[config.mk]
export PLATFORM = sky130hd
export DESIGN_NAME = upg_ctl_reg
export DESIGN_NICKNAME = d
export VERILOG_FILES = /design/src/rtl/upg_ctl_pkg.sv /design/src/rtl/upg_capture_mux.sv /design/src/rtl/upg_shift_chain.sv /design/src/rtl/upg_input_reg.sv /design/src/rtl/upg_image_decode.sv /design/src/rtl/upg_ctl_reg.sv
export SDC_FILE = /design/constraint.sdc
export NUM_CORES = 1
export LEC_CHECK = 0
export CORE_UTILIZATION = 35
export DETAILED_ROUTE_END_ITERATION = 6
export PLACE_DENSITY_LB_ADDON = 0.3
export RECOVER_POWER = 50
export SYNTH_ARGS = -nofsm -noshare
export SYNTH_HDL_FRONTEND = slang
export SYNTH_SLANG_ARGS = --single-unit
[constraint.sdc]
create_clock -name clk -period 2.15 [get_ports clk]
set_input_delay 0.215 -clock clk [delete_from_list [all_inputs] [get_ports clk]]
set_output_delay 0.215 -clock clk [all_outputs]
set_load 0.05 [all_outputs]
[src/rtl/upg_ctl_pkg.sv]
package upg_ctl_pkg;

   typedef enum logic [1:0] {
      OP_UPDATE  = 2'b00,
      OP_CAPTURE = 2'b01,
      OP_SHIFT   = 2'b10
   } op_e;

   typedef enum logic [1:0] {
      SRC_CUR   = 2'b00,
      SRC_PREV1 = 2'b01,
      SRC_PREV2 = 2'b10,
      SRC_HELD  = 2'b11
   } src_e;

   function automatic op_e decode_op(input logic shift_mode, input logic capture_mode);
      if (shift_mode) return OP_SHIFT;
      if (capture_mode) return OP_CAPTURE;
      return OP_UPDATE;
   endfunction

endpackage

[src/rtl/upg_capture_mux.sv]
module upg_capture_mux
   import upg_ctl_pkg::*;
#(
   parameter int DATA_W = 39,
   parameter int PREV_W = 31
) (
   input  src_e              src,
   input  logic [DATA_W-1:0] cur,
   input  logic [PREV_W-1:0] prev1,
   input  logic [PREV_W-1:0] prev2,
   input  logic [DATA_W-1:0] held,
   output logic [DATA_W-1:0] word
);
   localparam int PAD_W = DATA_W - PREV_W;

   logic [DATA_W-1:0] prev1_w;
   logic [DATA_W-1:0] prev2_w;

   generate
      if (PAD_W < 0) begin : g_bad
         $error("PREV_W must not exceed DATA_W");
      end else if (PAD_W == 0) begin : g_nopad
         assign prev1_w = prev1;
         assign prev2_w = prev2;
      end else begin : g_pad
         assign prev1_w = {{PAD_W{1'b0}}, prev1};
         assign prev2_w = {{PAD_W{1'b0}}, prev2};
      end
   endgenerate

   always_comb begin
      case (src)
         SRC_CUR:   word = cur;
         SRC_PREV1: word = prev1_w;
         SRC_PREV2: word = prev2_w;
         default:   word = held;
      endcase
   end
endmodule

[src/rtl/upg_shift_chain.sv]
module upg_shift_chain
   import upg_ctl_pkg::*;
#(
   parameter int DATA_W = 39
) (
   input  logic              clk,
   input  logic              rst,
   input  op_e               op,
   input  logic [1:0]        src_in,
   input  logic              ser_in,
   input  logic [DATA_W-1:0] cap_word,
   output logic [DATA_W-1:0] chain,
   output src_e              sel
);
   generate
      if (DATA_W < 2) begin : g_bad
         $error("DATA_W must be at least 2");
      end
   endgenerate

   always_ff @(posedge clk) begin
      if (rst) begin
         chain <= '0;
         sel   <= SRC_CUR;
      end else begin
         case (op)
            OP_SHIFT: begin
               chain <= {ser_in, chain[DATA_W-1:1]};
               sel   <= src_e'(src_in);
            end
            OP_CAPTURE: chain <= cap_word;
            default: ;
         endcase
      end
   end


   shift_path_chk: assert property (@(posedge clk) disable iff (rst)
      op == OP_SHIFT |=> chain[DATA_W-1] == $past(ser_in)
                         && chain[DATA_W-2:0] == $past(chain[DATA_W-1:1]));


   sel_hold_chk: assert property (@(posedge clk) disable iff (rst)
      op != OP_SHIFT |=> $stable(sel));


   capture_load_chk: assert property (@(posedge clk) disable iff (rst)
      op == OP_CAPTURE |=> chain == $past(cap_word));
endmodule

[src/rtl/upg_input_reg.sv]
module upg_input_reg
   import upg_ctl_pkg::*;
#(
   parameter int DATA_W = 39
) (
   input  logic              clk,
   input  logic              rst,
   input  op_e               op,
   input  logic [DATA_W-1:0] load_word,
   output logic [DATA_W-1:0] q
);
   always_ff @(posedge clk) begin
      if (rst) q <= '0;
      else if (op == OP_UPDATE) q <= load_word;
   end


   update_load_chk: assert property (@(posedge clk) disable iff (rst)
      op == OP_UPDATE |=> q == $past(load_word));


   input_hold_chk: assert property (@(posedge clk) disable iff (rst)
      op != OP_UPDATE |=> $stable(q));
endmodule

[src/rtl/upg_image_decode.sv]
module upg_image_decode (
   input  logic ovr_bit,
   input  logic img_bit,
   input  logic pin,
   output logic img_sel,
   output logic ovr_active
);
   assign ovr_active = ovr_bit;
   assign img_sel    = ovr_bit ? img_bit : pin;
endmodule

[src/rtl/upg_ctl_reg.sv]
module upg_ctl_reg
   import upg_ctl_pkg::*;
#(
   parameter int DATA_W  = 39,
   parameter int PREV_W  = 31,
   parameter int OVR_BIT = 12,
   parameter int IMG_BIT = 13
) (
   input  logic              clk,
   input  logic              rst,
   input  logic              shift_en,
   input  logic              cap_en,
   input  logic [1:0]        cap_src,
   input  logic              ser_in,
   output logic              ser_out,
   input  logic [DATA_W-1:0] cur_state,
   input  logic [PREV_W-1:0] prev_app1,
   input  logic [PREV_W-1:0] prev_app2,
   input  logic              pin_img_sel,
   output logic              img_sel,
   output logic              ovr_active
);
   generate
      if (OVR_BIT >= DATA_W || IMG_BIT >= DATA_W || OVR_BIT == IMG_BIT) begin : g_bad
         $error("control bit positions must be distinct and inside DATA_W");
      end
   endgenerate

   op_e               op;
   src_e              sel;
   logic [DATA_W-1:0] chain;
   logic [DATA_W-1:0] in_q;
   logic [DATA_W-1:0] cap_word;

   assign op      = decode_op(shift_en, cap_en);
   assign ser_out = chain[0];

   upg_capture_mux #(.DATA_W(DATA_W), .PREV_W(PREV_W)) u_mux (
      .src(sel), .cur(cur_state), .prev1(prev_app1), .prev2(prev_app2),
      .held(in_q), .word(cap_word)
   );

   upg_shift_chain #(.DATA_W(DATA_W)) u_chain (
      .clk(clk), .rst(rst), .op(op), .src_in(cap_src), .ser_in(ser_in),
      .cap_word(cap_word), .chain(chain), .sel(sel)
   );

   upg_input_reg #(.DATA_W(DATA_W)) u_inreg (
      .clk(clk), .rst(rst), .op(op), .load_word(chain), .q(in_q)
   );

   upg_image_decode u_dec (
      .ovr_bit(in_q[OVR_BIT]), .img_bit(in_q[IMG_BIT]), .pin(pin_img_sel),
      .img_sel(img_sel), .ovr_active(ovr_active)
   );


   pin_follow_chk: assert property (@(posedge clk) disable iff (rst)
      !ovr_active |-> img_sel == pin_img_sel);


   held_capture_chk: assert property (@(posedge clk) disable iff (rst)
      (op == OP_CAPTURE && sel == SRC_HELD) |=> chain == $past(in_q));
endmodule

## After elaboration in Yosys (flattened, before gate mapping)

Index checks and enable logic that the tools add are counted.

| storage, ports and cells | value |
|---|---|
| bits in registers | 80 |
| bits of input ports | 109 |
| output and inout port bits | 3 |
| logic and storage cells | 20 |

| operators by class | value |
|---|---|
| equal/unequal tests | 4 |
| mux-type cells | 10 |
| reductions and logical operators | 3 |

Operator list:

| cell | count |
|---|---|
| $pmux W39 S3 | 1 |
| $pmux W39 S2 | 1 |
| $mux W2 | 4 |
| $eq A2 B1 Y1 const B | 2 |
| $eq A2 B2 Y1 const B | 2 |
| $logic_not A2 Y1 | 2 |
| $mux W1 | 4 |
| $reduce_bool A2 Y1 | 1 |

## Longest topological paths before layout

Gate-level depths: netlist of the first run.

| logic depth | value |
|---|---|
| word-level depth | 6 |
| gate-level depth with buffers | 6 |
| mapped depth without buffers | 3 |

## Cells and area by module

Synthesis of the first run repeated with hierarchy kept, for this count alone.

| unflattened totals | value |
|---|---|
| cell total of the unflattened synthesis | 414 |
| area total of the unflattened synthesis | 4435.5 um^2 |

Modules (own cells, without submodules):

| module | instances | cells each | area each (um^2) | sequential area each (um^2) |
|---|---|---|---|---|
| upg_shift_chain | 1 | 185 | 1919.3 | 820.8 |
| upg_input_reg | 1 | 176 | 1604.0 | 780.7 |
| upg_capture_mux | 1 | 50 | 875.8 | 0.0 |
| upg_image_decode | 1 | 2 | 22.5 | 0.0 |
| upg_ctl_reg | 1 | 1 | 13.8 | 0.0 |

## Worst setup path before layout of the first run

Ideal clock, no wire load.

| timing | value |
|---|---|
| path type | reg-to-output |
| start | register u_inreg.q[12] |
| end | output img_sel |
| arrival time | 1.165 ns |
| required time | 1.935 ns |
| setup slack | 0.770 ns |
| cell stages (with the launch flop) | 2 |
| path buffers | 0 |
| cell sequence | dfxtp_1 mux2_2 |

| on the way | value |
|---|---|
| cells in the longest elaborated chain, start to end | 1 |

RTL lines:

| element | line | RTL |
|---|---|---|
| start: declaration | upg_input_reg.sv:10 | `output logic [DATA_W-1:0] q` |
| start signal: assignment | upg_input_reg.sv:14 | `else if (op == OP_UPDATE) q <= load_word;` |
| $mux W1 | upg_image_decode.sv:9 | `assign img_sel = ovr_bit ? img_bit : pin;` |
| end: declaration | upg_ctl_reg.sv:20 | `output logic img_sel,` |

Every way passes these cells.

## Worst setup path after layout of the first run

| timing | value |
|---|---|
| start | register u_inreg.q[12] |
| end | output ovr_active |

RTL lines:

| element | line | RTL |
|---|---|---|
| end: declaration | upg_ctl_reg.sv:21 | `output logic ovr_active` |

No word-level cell between the ends.

==> flow_metrics.tcl, run 1 <==
set metrics [dict create \
    outcome "finished clean" \
    setup_viol 0 \
    layout_common_cells "clkdlybuf4s50_1, nand2_1, dfxtp_1" \
    clockBufferDepth 2 \
    hold_start "rst" \
    place_area_mm2 0.005289 \
    crit_path_max_incr_delay_ns 0.82 \
    vias 3864 \
    crit_type "reg -> out" \
    num_rows 39 \
    htree_num_levels 3 \
    synth_cell_type_count 21 \
    antenna_cells 0 \
    rsz0062_at_grt "no" \
    synth_fp_nets 613 \
    hold_buffers 0 \
    critPathMaxFanout 4 \
    grt_max_degree 40 \
    die_area_mm2 0.01218 \
    grt_overflow 0 \
    clkLatencyLatePin_ns 0.33 \
    vdd_drop_max_uv 367.9 \
    p_per_area_mw_per_mm2 656.4 \
    antenna_found_initial 0 \
    port_buffers 111 \
    r2r_slack_ns 0.45 \
    r2r-start "u_chain.sel[0]$_SDFFE_PP0N_" \
    die_h_um 110.4 \
    fin_crit_sh 0.8128 \
    slew_viol_final 0 \
    nFillCells 1135 \
    routed_wirelength_mm 10.83 \
    reg2reg_to "u_chain.chain[2]$_SDFFE_PP0P_" \
    drv_cap 0 \
    cp_num_buf_inv 1 \
    ioPinCount 112 \
    fin_skew_ns 0.006881 \
    cts_buffers 9 \
    multi_input_area_mm2 0.002133 \
    critPathArrivalTime_ns 1.53 \
    power_leakage_nw 1.962 \
    track_usage 0.1836 \
    synth_area_per_cell_um2 8.153 \
    detail-route-antenna-nets 0 \
    worstSetupEndpointType "output pin" \
    post_cts_buffers 0 \
    drt_first_pass_iters 4 \
    final.setup.worst_slack_ns 0.4025 \
    finalCriticalPeriod_ns 1.747 \
    fin_area_mm2 0.005548 \
    dp_cells 729 \
    cts_root_buffer "clkbuf_16" \
    netlist_instances 504 \
    viasPerCell 5.187 \
    drc 0 \
    fmax_ghz 0.5723 \
    syn2layout_area_growth_pct 35.02 \
    synth_area_leaders "dfxtp_1, mux2i_1, a21oi_1" \
    final_common_cell "clkdlybuf4s50_1" \
    avgRoutedWirePerCell_um 14.53 \
    whs_endpoint "u_chain.sel[1]$_SDFFE_PP0N_" \
    globalplace.congestion 0.7227 \
    yosysSeqAreaShare 0.3898 \
    cts_tree "yes" \
    regArea_mm2 0.001605 \
    yosys.area.top_type "dfxtp_1" \
    clkSinkCount 80 \
    synth_seq_cells 80 \
    critPathSlowestCell "clkdlybuf4s50_1" \
    coreArea_mm2 0.01142 \
    critPathRequiredTime_ns 1.93 \
    grt_pass1_vias 3821 \
    r2r_cells 4 \
    hold_violations 0 \
    synth-warning-count 0 \
    ctsResizeCount 0 \
    holdPathStages 2 \
    die_w_um 110.4 \
    slew-limit-headroom 0.4242 \
    synth_area_mm2 0.004109 \
    fin_tns_setup_ns 0 \
    hp-class "in -> reg" \
    crit_chain "clkdlybuf4s50_1" \
    drive_above_1_share 0.06645 \
    path_clk_slew_ns 0.06 \
    worstMarginPinSlew_ns 0.8637 \
    final_cells 745 \
    start_util 0.3599 \
    post-dp-hpwl_mm 7.301 \
    drt_iter0_markers 141 \
    dpl_worst_slack_ns 0.4068 \
    grt_pass1_wl_mm 17.39 \
    cp_top_family "buffers and inverters" \
    final_nets 706 \
    synth.top_cell.area_share 0.3898 \
    startpoint_type "flop" \
]
## through the flow
step,hold WS [ns],utilization,power (W)
2_1_floorplan,0.3622,-,0.002021
6_report,0.3058,0.4859,0.003641
3_3_place_gp,0.4347,0.4632,0.002303
4_1_cts,0.2944,0.4864,0.003678
5_1_grt,0.3380,0.4859,0.003807
3_5_place_dp,0.4443,0.4632,0.002317
## cell families after synthesis
| kind of cell | count (synthesis) | synth area share |
|---|---|---|
| AO/OA/AOI/OAI | 148 | 0.2333 |
| buffers and inverters | 77 | 0.09226 |
| flip-flops | 80 | 0.3898 |
| multiplexers | 65 | 0.1586 |
| AND/OR/NAND/NOR | 134 | 0.1261 |
## registers in the layout, indices dropped and copies added, names as in the netlist
name	flops
u_chain.chain	39
u_inreg.q	39
u_chain.sel	2
## worst max path at each step
stage,start,to,slack (ns),depth (start not counted)
2_1_floorplan,u_inreg.q[12]$_SDFFE_PP0N_,img_sel,0.77,1
3_5_place_dp,cap_en,u_inreg.q[24]$_SDFFE_PP0N_,0.41,4
4_1_cts,u_inreg.q[12]$_SDFFE_PP0N_,ovr_active,0.38,1
5_1_grt,u_inreg.q[12]$_SDFFE_PP0N_,ovr_active,0.33,1
6_report,u_inreg.q[12]$_SDFFE_PP0N_,ovr_active,0.40,1
3_3_place_gp,u_chain.sel[0]$_SDFFE_PP0N_,u_chain.chain[21]$_SDFFE_PP0P_,0.47,4
## report_power, final
part,total [W],leakage (nW),switching [W],internal [W]
Clock,0.00136,0.132,0.000586,0.000775
Combinational,0.000662,1.17,0.000299,0.000364
Sequential,0.00162,0.656,0.0000571,0.00156
Total,0.00364,1.96,0.000942,0.00270
## final cells by class
type,count,area share
clock buffer,10,0.04127
clock inverter,6,0.006540
inverter,32,0.02165
multi-input combinational,347,0.3845
sequential,80,0.2894
tap,143,0.03225
timing repair buffer,127,0.2244
## Yosys cell counts (all sizes together)
library cell and n:
buf 28, nor2 43, nand2b 1, mux2 1
a221oi 8, o22ai 30, o2bb2ai 1, a21oi 70
clkbuf 17, o32ai 8, and2 1, dfxtp 80
inv 32, mux2i 64, or2 2, nand2 87
o31a 31
## per-layer routing
metal  GRT usage  part of all wire  vias up
met5           0                 0        -
met4     0.05075             0.010        0
met3     0.03762             0.056        9
met2      0.3296              0.49      115
met1      0.2204              0.44     1789
li1            -                 -     1951
Power figures use the tool's default switching activity.
==> run 2, diff against run 1 <==
==> constraint.sdc (replaced) <==
create_clock -name clk -period 1.4 [get_ports clk]
set_input_delay 0.14 -clock clk [delete_from_list [all_inputs] [get_ports clk]]
set_output_delay 0.14 -clock clk [all_outputs]
set_load 0.05 [all_outputs]
==> run 2 against run 1 <==
Register-to-register slack worse by 0.40 ns; clock-buffer cell count unchanged; sequential share of layout area decreased by 0.97 points; global-route usage up 1.3 points; via count increased by 1.6%; design area rose by 3.7%; non-clock buffer count increased by 9; flip-flop and latch count is the same; critical path type is now reg -> reg; largest power group is now the clock network.
==> flow_metrics.tcl, run 2 (synthesized netlist as in run 1, its figures left out) <==
set metrics [dict create \
    cts_tree "yes" \
    final_cells 754 \
    grt_max_degree 32 \
    finalCriticalPeriod_ns 1.354 \
    final_nets 715 \
    post-dp-hpwl_mm 7.758 \
    antenna_found_initial 0 \
    nFillCells 1127 \
    power_leakage_nw 2.063 \
    die_h_um 110.4 \
    viasPerCell 5.208 \
    coreArea_mm2 0.01142 \
    crit_type "reg -> reg" \
    cts_root_buffer "clkbuf_16" \
    detail-route-antenna-nets 0 \
    drc 0 \
    startpoint_type "flop" \
    antenna_cells 0 \
    outcome "finished clean" \
    fmax_ghz 0.7385 \
    clkSinkCount 80 \
    slew_viol_final 0 \
    layout_common_cells "clkdlybuf4s50_1, nand2_1, dfxtp_1" \
    drt_iter0_markers 149 \
    port_buffers 111 \
    globalplace.congestion 0.7314 \
    cts_buffers 9 \
    die_w_um 110.4 \
    worstMarginPinSlew_ns 0.8819 \
    dp_cells 735 \
    final_common_cell "clkdlybuf4s50_1" \
    clockBufferDepth 2 \
    drv_cap 0 \
    p_per_area_mw_per_mm2 1058 \
    drt_first_pass_iters 4 \
    ioPinCount 112 \
    setup_viol 0 \
    grt_overflow 0 \
    hp-class "in -> reg" \
    fin_crit_sh 0.9673 \
    r2r_slack_ns 0.05 \
    rsz0062_at_grt "yes" \
    hold_violations 0 \
    slew-limit-headroom 0.4121 \
    top_regs "u_chain.chain (39), u_inreg.q (39), u_chain.sel (2)" \
    fin_skew_ns 0.007319 \
    fin_tns_setup_ns 0 \
    start_util 0.3599 \
    grt_pass1_vias 3974 \
    routed_wirelength_mm 11.27 \
    clkLatencyLatePin_ns 0.33 \
    vias 3927 \
    num_rows 39 \
    critPathRequiredTime_ns 1.61 \
    critPathArrivalTime_ns 1.57 \
    track_usage 0.1962 \
    htree_num_levels 3 \
    avgRoutedWirePerCell_um 14.94 \
    path_clk_slew_ns 0.06 \
    critPathMaxFanout 20 \
    worstSetupEndpointType "flop" \
    grt_pass1_wl_mm 18.49 \
    hold_buffers 0 \
    drive_above_1_share 0.08838 \
    die_area_mm2 0.01218 \
    syn2layout_area_growth_pct 40.01 \
    vdd_drop_max_uv 623.9 \
]
-- run 2: changes by cell type in the layout (fill, tap and decap cells not counted), moves of 2 or more --
cell / delta
buf_12: +6
buf_4: +5
clkinv_2: -4
bufinv_16: +2
clkdlybuf4s50_1: -2
-- run 2: critical path, cell delays in order (launching register included) --
cell and delay [ns]:
dfxtp_4 0.45, buf_12 0.21, mux2i_1 0.20, o22ai_1 0.08, o31a_1 0.29
-- run 2: what timing repair did --
action                     CTS  global route
pin swaps                    0             4
setup endpoints to repair    1            16
gates cloned                 0             0
buffers inserted             0             3
gates resized for setup      1             4
-- run 2: stage by stage --
step                cell area [um^2]  hold WS (ns)  setup WS [ns]  utilization  total power [W]
floorplan                       4109        0.2872        0.09492            -         0.003104
global placement                5416        0.4349        0.07873       0.4744         0.003588
detailed placement              5416        0.4423        0.05752       0.4744         0.003613
CTS                             5738        0.3104       0.005433       0.5025         0.006124
global route                    5753        0.3307       -0.02492       0.5038         0.006339
finish                          5753        0.3313        0.04583       0.5038         0.006084
-- run 2: layer usage --
| metal | vias up | wire (um) | track usage |
|---|---|---|---|
| li1 | 1961 | - | - |
| met1 | 1849 | 5181 | 0.2460 |
| met2 | 105 | 5367 | 0.3345 |
| met3 | 12 | 568 | 0.03410 |
| met4 | 0 | 150 | 0.07425 |
| met5 | - | 0 | 0 |
-- run 2: cell type report --
type                    count  area, um^2  area share
multi-input cells         347        2142      0.3723
inverters                  32       120.1     0.02088
well taps                 143       178.9     0.03110
flip-flops and latches     80        1609      0.2797
repair buffers            136        1383      0.2403
clock inverters             6       91.34     0.01588
clock buffers              10       229.0     0.03980
-- run 2: worst paths after layout --
path / startpoint / endpoint / depth (start not counted)
hold / removal: rst / u_chain.sel[0]$_SDFFE_PP0N_ / 3
setup reg to reg: u_chain.sel[0]$_SDFFE_PP0N_ / u_chain.chain[15]$_SDFFE_PP0P_ / 4
setup / recovery: u_chain.sel[0]$_SDFFE_PP0N_ / u_chain.chain[15]$_SDFFE_PP0P_ / 4
hold reg to reg: u_chain.chain[23]$_SDFFE_PP0P_ / u_inreg.q[23]$_SDFFE_PP0N_ / 2
-- run 2: report_power, final --
group	internal (W)	total (W)	switching (W)
registers	0.00240	0.00247	0.0000747
clock network	0.00157	0.00252	0.000948
logic	0.000602	0.00109	0.000492
